==> src/rtl/lpm_pkg.sv <==
// Shared types for the low-power mode sequencer.
// Assumes: the mode encoding is visible at the top-level status port.
package lpm_pkg;
    typedef enum logic [1:0] {
        MODE_RUN  = 2'b00,
        MODE_HALT = 2'b01,
        MODE_WARM = 2'b10,
        MODE_IDLE = 2'b11
    } mode_e;

    typedef struct packed {
        logic osc;
        logic core;
        logic wdt;
        logic tmr;
        logic bod;
        logic lbd;
        logic periph;
    } gate_t;

    localparam int HALT_BIT = 0;
    localparam int IDLE_BIT = 1;
endpackage

==> src/rtl/lpm_warmup_timer.sv <==
// Counts reference cycles while the oscillator settles after a deep-halt wake.
// Assumes: active stays high for the whole warm-up and CYCLES >= 2.
module lpm_warmup_timer #(
    parameter int unsigned CYCLES = 32768
) (
    input  logic clk,
    input  logic rst_n,
    input  logic active,
    output logic done
);
    localparam int W = $clog2(CYCLES + 1);

    logic [W-1:0] cnt_q;

    assign done = active && (cnt_q == W'(CYCLES - 1));

    // Count while active, hold at the terminal value, clear when idle.
    always_ff @(posedge clk) begin
        if (!rst_n || !active) begin
            cnt_q <= '0;
        end else if (!done) begin
            cnt_q <= cnt_q + 1'b1;
        end
    end

    AST_CNT_BOUND: assert property (@(posedge clk) disable iff (!rst_n)
        active |-> (cnt_q < W'(CYCLES)));
endmodule

==> src/rtl/lpm_gate_map.sv <==
// Maps the current power mode to the subsystem enables.
// Assumes: pure decode, and the caller registers the mode.
module lpm_gate_map
    import lpm_pkg::*;
(
    input  mode_e mode,
    output gate_t gates
);
    // Pick which subsystems stay powered in each mode.
    always_comb begin
        gates = '0;
        case (mode)
            MODE_RUN:  gates = '1;
            MODE_HALT: gates = '0;
            MODE_WARM: gates.osc = 1'b1;
            MODE_IDLE: begin
                gates.osc = 1'b1;
                gates.wdt = 1'b1;
                gates.tmr = 1'b1;
            end
            default:   gates = '0;
        endcase
    end
endmodule

==> src/rtl/lpm_seq.sv <==
// Low-power mode sequencer: enters halt or idle on a control write, and
// leaves halt on wakeup plus warm-up, or idle on a timer overflow.
// Assumes: clk is an always-on reference, and control writes only act in run.
module lpm_seq
    import lpm_pkg::*;
#(
    parameter int unsigned STARTUP_CYCLES = 32768,
    parameter int unsigned CTL_W          = 8
) (
    input  logic             clk,
    input  logic             rst_n,
    input  logic             ctl_wr,
    input  logic [CTL_W-1:0] ctl_wdata,
    input  logic             pmc_wr,
    input  logic             wake_req,
    input  logic             tmr_ovf,
    output logic             osc_en,
    output logic             core_clk_en,
    output logic             wdt_en,
    output logic             tmr_en,
    output logic             bod_en,
    output logic             lbd_en,
    output logic             periph_en,
    output logic [1:0]       mode_st,
    output logic             resume_pend
);
    mode_e state_q, state_d;
    logic  pend_q;
    logic  warm_done;
    logic  resume;
    gate_t gates;

    lpm_warmup_timer #(.CYCLES(STARTUP_CYCLES)) u_warm (
        .clk    (clk),
        .rst_n  (rst_n),
        .active (state_q == MODE_WARM),
        .done   (warm_done)
    );

    lpm_gate_map u_gates (
        .mode  (state_q),
        .gates (gates)
    );

    // Next-mode selection. Halt beats idle when both bits are written.
    always_comb begin
        state_d = state_q;
        case (state_q)
            MODE_RUN: begin
                if (ctl_wr && ctl_wdata[HALT_BIT])      state_d = MODE_HALT;
                else if (ctl_wr && ctl_wdata[IDLE_BIT]) state_d = MODE_IDLE;
            end
            MODE_HALT: if (wake_req)  state_d = MODE_WARM;
            MODE_WARM: if (warm_done) state_d = MODE_RUN;
            MODE_IDLE: if (tmr_ovf)   state_d = MODE_RUN;
            default:                  state_d = MODE_RUN;
        endcase
    end

    assign resume = (state_q != MODE_RUN) && (state_d == MODE_RUN);

    // Mode register.
    always_ff @(posedge clk) begin
        if (!rst_n) state_q <= MODE_RUN;
        else        state_q <= state_d;
    end

    // Resume-pending flag: set on any wake, cleared by the clear strobe.
    always_ff @(posedge clk) begin
        if (!rst_n)      pend_q <= 1'b0;
        else if (resume) pend_q <= 1'b1;
        else if (pmc_wr) pend_q <= 1'b0;
    end

    assign osc_en      = gates.osc;
    assign core_clk_en = gates.core;
    assign wdt_en      = gates.wdt;
    assign tmr_en      = gates.tmr;
    assign bod_en      = gates.bod;
    assign lbd_en      = gates.lbd;
    assign periph_en   = gates.periph;
    assign mode_st     = state_q;
    assign resume_pend = pend_q;

    AST_HALT_HOLD: assert property (@(posedge clk) disable iff (!rst_n)
        (state_q == MODE_HALT && !wake_req) |=> (state_q == MODE_HALT));
    AST_HALT_WAKE: assert property (@(posedge clk) disable iff (!rst_n)
        (state_q == MODE_HALT && wake_req) |=> (state_q == MODE_WARM));
    AST_WARM_HOLD: assert property (@(posedge clk) disable iff (!rst_n)
        (state_q == MODE_WARM && !warm_done) |=> (state_q == MODE_WARM));
    AST_IDLE_HOLD: assert property (@(posedge clk) disable iff (!rst_n)
        (state_q == MODE_IDLE && !tmr_ovf) |=> (state_q == MODE_IDLE));
    AST_IDLE_WAKE: assert property (@(posedge clk) disable iff (!rst_n)
        (state_q == MODE_IDLE && tmr_ovf) |=> (mode_st == 2'b00 && core_clk_en));
    AST_BOTH_HALT: assert property (@(posedge clk) disable iff (!rst_n)
        (state_q == MODE_RUN && ctl_wr && ctl_wdata[HALT_BIT]) |=> (mode_st == 2'b01));
    AST_PEND_SET: assert property (@(posedge clk) disable iff (!rst_n)
        ((state_q == MODE_IDLE && tmr_ovf) || (state_q == MODE_WARM && warm_done))
        |=> resume_pend);
endmodule

==> config.mk <==
export PLATFORM = sky130hd
export DESIGN_NAME = lpm_seq
export DESIGN_NICKNAME = d
export VERILOG_FILES = /design/src/rtl/lpm_pkg.sv /design/src/rtl/lpm_warmup_timer.sv /design/src/rtl/lpm_gate_map.sv /design/src/rtl/lpm_seq.sv
export SDC_FILE = /design/constraint.sdc
export NUM_CORES = 1
export LEC_CHECK = 0
export ABC_CLOCK_PERIOD_IN_PS = 2100
export CORE_UTILIZATION = 61
export CTS_CLUSTER_DIAMETER = 30
export DETAILED_ROUTE_END_ITERATION = 8
export DONT_BUFFER_PORTS = 1
export PLACE_DENSITY = 0.77
export SYNTH_ARGS = -nofsm -noshare
export SYNTH_HDL_FRONTEND = slang
export SYNTH_SLANG_ARGS = --single-unit
==> constraint.sdc <==
create_clock -name clk -period 2.1 [get_ports clk]
set_input_delay 0.42 -clock clk [delete_from_list [all_inputs] [get_ports clk]]
set_output_delay 0.42 -clock clk [all_outputs]
set_load 0.03 [all_outputs]
==> results of run 1 <==
==> metrics by stage <==
step / power, W / instances
after floorplan: 0.000856 / 126
after global placement: 0.000900 / 151
after detailed placement: 0.000909 / 151
after CTS: 0.00108 / 155
after global routing: 0.00115 / 155
final: 0.00109 / 155
==> registers in the layout (all words and copies together), names as in the netlist <==
register      cells
u_warm.cnt_q     16
resume_pend       1
mode_st           2
==> logic make-up (layout without fill, tap and decap cells) <==
kind of cell	after synthesis	count (layout)	synth area share, %
DFF	19	19	34.9
and+or+nand+nor	55	55	27.7
xor gates and xnor gates	12	12	9.64
buffers and inverters	12	17	6.20
adders and majority gates	6	6	6.89
AOI/OAI and AO/OA	22	22	14.7
==> metal layers <==
| metal | share of wire (%) | vias up | wire length, um |
|---|---|---|---|
| met1 | 51 | 399 | 1010 |
| met3 | 2.7 | 4 | 53 |
| met2 | 45 | 10 | 899 |
| met4 | 1.2 | 0 | 23 |
| met5 | 0 | - | 0 |
| li1 | - | 448 | - |
==> power by group through the flow <==
stage                     sequential [W]  clock (W)  combinational, W
after global routing            0.000424   0.000202          0.000524
after global placement          0.000427          0          0.000473
after detailed placement        0.000428          0          0.000482
final                           0.000420   0.000181          0.000486
after CTS                       0.000419   0.000182          0.000483
after floorplan                 0.000455          0          0.000401
==> path summary, 6_finish.rpt <==
path                         from               to
setup / recovery       mode_st[1]      resume_pend
hold reg to reg   u_warm.cnt_q[1]  u_warm.cnt_q[1]
setup reg to reg       mode_st[1]      resume_pend
hold / removal              rst_n      resume_pend
==> cells in the final DEF, fill, tap and decap left out <==
master,synthesis,final
a2111oi_1,3,3
a2111oi_2,1,1
a211oi_1,3,3
a21oi_1,6,6
a31oi_1,3,3
and2_1,2,2
and4_1,2,2
buf_4,4,7
clkbuf_1,1,1
clkbuf_4,0,3
dfxtp_1,19,19
ha_1,6,6
inv_1,6,6
nand2_1,9,9
nand3_1,6,6
nand3_2,1,1
nand4_1,1,1
nand4_2,2,2
nor2_1,17,17
nor2b_1,3,3
nor3_1,7,7
nor4_1,1,1
nor4_4,1,1
o211a_1,1,1
o21a_1,1,1
o21ai_0,2,2
o21bai_1,1,1
o32ai_1,1,1
or2_2,2,2
or2_4,1,1
xnor2_1,12,12
==> cell type report <==
cell class,count,area [um2],share of cell area [%]
Multi-Input combinational cell,95,642,55.6
Tap cell,24,30.0,2.60
Inverter,6,22.5,1.95
Sequential cell,19,380,33.0
Timing Repair Buffer,7,52.6,4.56
Clock buffer,4,26.3,2.28
==> impl_metrics.py, run 1 <==
metrics = {
    "status": {
        "status": "finished, violations left",
        "violations": "design-rule violations",
    },
    "floorplanning": {
        "initial_core_util_pct": 68.4,
        "die_y_um": 44.3,
        "dieArea_um2": 1960,
        "pin_count": 24,
        "rows": 14,
        "die_w_um": 44.3,
        "core_um2": 1590,
    },
    "place": {
        "pre_cts_ws_ns": 0.225,
        "gp_congestion": 0.741,
        "portBuffers": 0,
        "dpl_cell_area_um2": 1130,
        "dpl.hpwl_um": 1510,
    },
    "clock_tree": {
        "cts_tree": "done",
        "htree_levels": 1,
        "cts_root_buffer": "clkbuf_4",
        "clockBufferDepth": 2,
        "clock_latency_ns": 0.29,
        "clkSlewWorstSetupHoldPaths_ns": 0.10,
        "holdBufCountCts": 0,
        "ctsResizeCount": 0,
        "clock_sinks": 19,
        "post-cts-setup-buffer-count": 0,
        "cts_made_buffers": 3,
    },
    "flow_run": {
        "drv_cap": 0,
    },
    "synthesis": {
        "synth_top_area_share_pct": 34.9,
        "avgSynthCellArea_um2": 8.65,
        "synth_ff_type": "dfxtp_1",
        "yosys_warnings": 0,
        "synth_common_cells": "19 x dfxtp_1, 17 x nor2_1, 12 x xnor2_1",
        "synth_fp_nets": 146,
        "synth_area_um2": 1090,
        "yosysUniqueCellTypes": 31,
        "synth_edf_count": 0,
        "ys_seq_elements": 19,
        "synth_top_area_cell": "dfxtp_1",
        "yosysMostFrequentCell": "dfxtp_1",
        "synthTopCellsByArea": "dfxtp_1 35%, xnor2_1 9.6%, ha_1 6.9%",
        "synthCells": 126,
        "async_flop_share_pct": 0,
        "yosysSeqAreaShare_pct": 34.9,
    },
    "worst_setup_path": {
        "max_stage_delay_ns": 0.42,
        "required_ns": 2.35,
        "crit_fanout": 9,
        "crit_family": "simple AND/OR/NAND/NOR gates",
        "cp_slowest_cell": "dfxtp_1",
        "critical_path_buf_inv_count": 1,
        "r2r.worst_path.cells": 7,
        "criticalPathCategory": "reg -> reg",
        "critPathLaunchType": "flop",
        "crit_chain": "ha_1, nand2_1, nor4_4, buf_4, a31oi_1, a21oi_1, o21a_1",
        "crit_arrival_ns": 2.18,
        "crit_cells": 7,
        "cp-end-kind": "flop",
        "rrSetupSlack_ns": 0.17,
    },
    "global_route": {
        "grt_usage_pct": 22.9,
        "busiest_layer": "met2",
        "grt_remaining_overflow": 0,
        "antenna_found_initial": 0,
        "grt_max_degree": 17,
        "grt_first_pass_wirelength_um": 3390,
        "use_met2_pct": 36.2,
        "use_met1_pct": 31.9,
        "grtUsageMet3_pct": 3.67,
        "grt_pass1_vias": 803,
    },
    "finish": {
        "utilization_pct": 72.4,
        "design_area_um2": 1150,
        "syn2layout_area_growth_pct": 5.86,
        "final_layout_size_suffix_gt1_share_pct": 13.7,
        "fillers": 135,
        "num-nets-final": 152,
        "diodes": 0,
    },
    "pwr": {
        "p_clk_share_pct": 16.7,
        "leakage_nw": 0.381,
        "p_per_area_nw_per_um2": 942,
        "power_frac_comb_pct": 44.7,
        "swShare_pct": 44.2,
        "seqPwrFrac_pct": 38.6,
        "peakVddDrop_mv": 1.15,
        "p_switching_w": 0.000480,
        "power.internal_w": 0.000607,
    },
    "hold_path": {
        "whs_path_depth": 1,
        "hold_class": "in -> reg",
    },
    "routing": {
        "ant_nets": 0,
        "dr.pass1.iters": 6,
        "drc": 1,
        "drtIter0Drc": 26,
        "routed-via-count": 861,
        "post_drt_wl_per_cell_um": 12.8,
        "routed_via_density": 5.55,
        "wl_um": 1990,
    },
    "timing": {
        "post-route-min-period_ns": 1.93,
        "fin_skew_ns": 0.00428,
        "relSlewSlack_pct": 64.8,
        "setup_viol": 0,
        "finalSetupTns_ns": 0,
        "fin_crit_sh_pct": 91.9,
        "setup_slack_ns": 0.171,
        "max_freq_mhz": 518,
        "rsz0062_at_grt": "no",
        "finalMaxSlewViolations": 0,
        "max_slew.worst_pin.slew_ns": 0.527,
        "finalHoldViolCount": 0,
        "holdWs_ns": 0.237,
    },
}
(Power assumes the default switching activity.)
==> inputs of run 2 (changes only) <==
ABC_AREA = 1   (was default)
CORE_MARGIN = 2   (was default)
==> run 2 against run 1 <==
The run now ends clean. Power shrank 33%. Non-clock buffer count fell by 2. Critical path depth fell by 4. Sequential cell count stayed put. Clock skew down 0.0036 ns. Synthesized area is 12% higher. Final cell count is 30% higher.
==> impl_metrics.py, run 2 <==
metrics = {
    "finish": {
        "utilization_pct": 66.8,
        "largest-register": "u_warm.cnt_q",
        "design_area_um2": 1280,
        "num-nets-final": 195,
        "syn2layout_area_growth_pct": 5.56,
        "final_cell_mix": "27 x inv_1, 26 x nand2_1, 24 x nor2_1",
        "diodes": 0,
        "final_layout_size_suffix_gt1_share_pct": 14.9,
        "mostFrequentLayoutCell": "inv_1",
        "largest_register_ffs": 16,
    },
    "synthesis": {
        "synth_mux_area_share_pct": 0,
        "avgSynthCellArea_um2": 7.20,
        "synth_top_area_cell": "dfxtp_1",
        "synth_area_um2": 1220,
        "synth_compound_area_share_pct": 11.7,
        "synth_ff_type": "dfxtp_1",
        "yosys.area_share.simple_pct": 34.8,
        "synthTopCellsByArea": "dfxtp_1 31%, inv_1 8.3%, nand2_1 8.0%",
        "yosys_warnings": 0,
        "synth_edf_count": 0,
        "yosysUniqueCellTypes": 28,
        "async_flop_share_pct": 0,
        "ys_seq_elements": 19,
        "synth_xor_area_share_pct": 4.32,
        "synth_fp_nets": 189,
        "synth_top_family_by_area": "simple AND/OR/NAND/NOR gates",
        "synth_top_area_share_pct": 31.3,
        "synthAdderAreaFrac_pct": 6.17,
        "synth_common_cells": "27 x inv_1, 26 x nand2_1, 24 x nor2_1",
        "yosysMostFrequentCell": "inv_1",
        "yosysSeqAreaShare_pct": 31.3,
        "synthCells": 169,
    },
    "place": {
        "pre_cts_ws_ns": 0.495,
        "portBuffers": 0,
        "dpl_cell_area_um2": 1260,
        "dpl.hpwl_um": 1780,
        "gp_congestion": 0.850,
    },
    "worst_setup_path": {
        "cp-end-kind": "output port",
        "crit_fanout": 5,
        "r2r.worst_path.cells": 6,
        "r2r-end": "u_warm.cnt_q[6]",
        "regToRegStartpoint": "mode_st[0]",
        "max_stage_delay_ns": 0.34,
        "crit_path_start": "mode_st[1]",
        "rrSetupSlack_ns": 0.46,
        "cp_slowest_cell": "dfxtp_1",
        "criticalPathCategory": "reg -> out",
        "crit_chain": "inv_1, ha_1, buf_4",
        "crit_path_end": "core_clk_en",
        "required_ns": 1.68,
        "critPathLaunchType": "flop",
        "crit_arrival_ns": 1.33,
    },
    "floorplanning": {
        "rows": 16,
        "die_y_um": 48.7,
        "pin_count": 24,
        "core_um2": 1920,
        "die_w_um": 48.7,
        "initial_core_util_pct": 63.3,
        "dieArea_um2": 2370,
    },
    "timing": {
        "finalSetupTns_ns": 0,
        "finalMaxSlewViolations": 0,
        "setup_slack_ns": 0.354,
        "fin_skew_ns": 0.000673,
        "max_slew.worst_pin.slew_ns": 0.366,
        "setup_viol": 0,
        "max_freq_mhz": 573,
        "finalHoldViolCount": 0,
        "fin_crit_sh_pct": 83.1,
        "post-route-min-period_ns": 1.75,
        "rsz0062_at_grt": "no",
        "relSlewSlack_pct": 75.6,
    },
    "clock_tree": {
        "ctsResizeCount": 0,
        "clkSlewWorstSetupHoldPaths_ns": 0.10,
        "cts_root_buffer": "clkbuf_4",
        "holdBufCountCts": 0,
        "cts_made_buffers": 3,
        "clock_sinks": 19,
        "clock_latency_ns": 0.29,
        "htree_levels": 1,
        "clockBufferDepth": 2,
        "post-cts-setup-buffer-count": 0,
        "cts_tree": "done",
    },
    "routing": {
        "dr.pass1.iters": 5,
        "routed-via-count": 1035,
        "drtIter0Drc": 37,
        "drc": 0,
        "routed_via_density": 5.15,
        "post_drt_wl_per_cell_um": 11.1,
        "wl_um": 2240,
        "ant_nets": 0,
    },
    "hold_path": {
        "hold_class": "in -> reg",
    },
    "pwr": {
        "p_per_area_nw_per_um2": 571,
        "leakage_nw": 0.583,
        "peakVddDrop_mv": 0.394,
    },
    "global_route": {
        "grt_remaining_overflow": 0,
        "grt_first_pass_wirelength_um": 3980,
        "antenna_found_initial": 0,
        "grt_usage_pct": 21.3,
        "grt_pass1_vias": 911,
        "grt_max_degree": 11,
    },
    "status": {
        "status": "complete, no violations",
    },
    "flow_run": {
        "drv_cap": 0,
    },
}
==> run 2: changes by cell type in the layout (fill, tap and decap cells not counted), sizes merged, moves of 4 or more <==
| cell | before | now |
|---|---|---|
| nand2 | 9 | 30 |
| xnor2 | 12 | 4 |
| o21ai | 2 | 10 |
| nand3 | 7 | 13 |
| nor2 | 17 | 28 |
| a21oi | 6 | 10 |
| inv | 6 | 30 |
| a2111oi | 4 | 0 |
==> run 2: worst min path at each step <==
| stage | startpoint | endpoint | cells past startpoint | slack, ns |
|---|---|---|---|---|
| 2_1_floorplan | u_warm.cnt_q[12] | u_warm.cnt_q[12] | 2 | 0.45 |
| 3_3_place_gp | u_warm.cnt_q[1] | u_warm.cnt_q[1] | 2 | 0.47 |
| 3_5_place_dp | u_warm.cnt_q[1] | u_warm.cnt_q[1] | 2 | 0.47 |
| 4_1_cts | pmc_wr | resume_pend | 3 | 0.29 |
| 5_1_grt | rst_n | resume_pend | 2 | 0.29 |
| 6_report | pmc_wr | resume_pend | 3 | 0.29 |
==> run 2: per-layer routing <==
metal  vias up  GRT usage (%)  part of all wire [%]  wire, um
met1       464           29.2                    49      1090
met3         5           2.78                   3.4        76
met4         0           9.52                   1.7        39
met2        26           33.6                    46      1040
li1        540              -                     -         -
met5         -              0                     0         0
==> run 2: layout make-up <==
class	count	area (um2)
inverter	30	113
clock buffer	4	26.3
multi-input combinational	116	693
fill	188	638
timing repair buffer	5	37.5
tap	27	33.8
sequential	19	380
==> run 2: critical path: cells and delay by family, from the launching register on <==
family | cells | cell delay, ns
flip-flops | 1 | 0.34
adder cells (fa/ha/maj) | 1 | 0.26
buffers and inverters | 2 | 0.43
==> run 2: cell families after synthesis <==
family / Yosys count
buf+inv: 34
simple gates: 79
xor+xnor: 6
compound gates: 25
flops: 19
fa+ha+maj: 6
==> run 2: report_power, final <==
group / leakage [nW] / switching [W] / internal [W] / total, W
sequential: 0.153 / 0.0000106 / 0.000368 / 0.000379
clock: 0.0150 / 0.000107 / 0.0000739 / 0.000181
combinational: 0.414 / 0.000125 / 0.0000481 / 0.000173
==> run 2: stage by stage <==
step	hold WS, ns	cells	power, W
3_5_place_dp	0.474	197	0.000560
5_1_grt	0.293	201	0.000776
3_3_place_gp	0.466	197	0.000555
4_1_cts	0.292	201	0.000738
2_1_floorplan	0.452	169	0.000540
6_report	0.293	201	0.000733
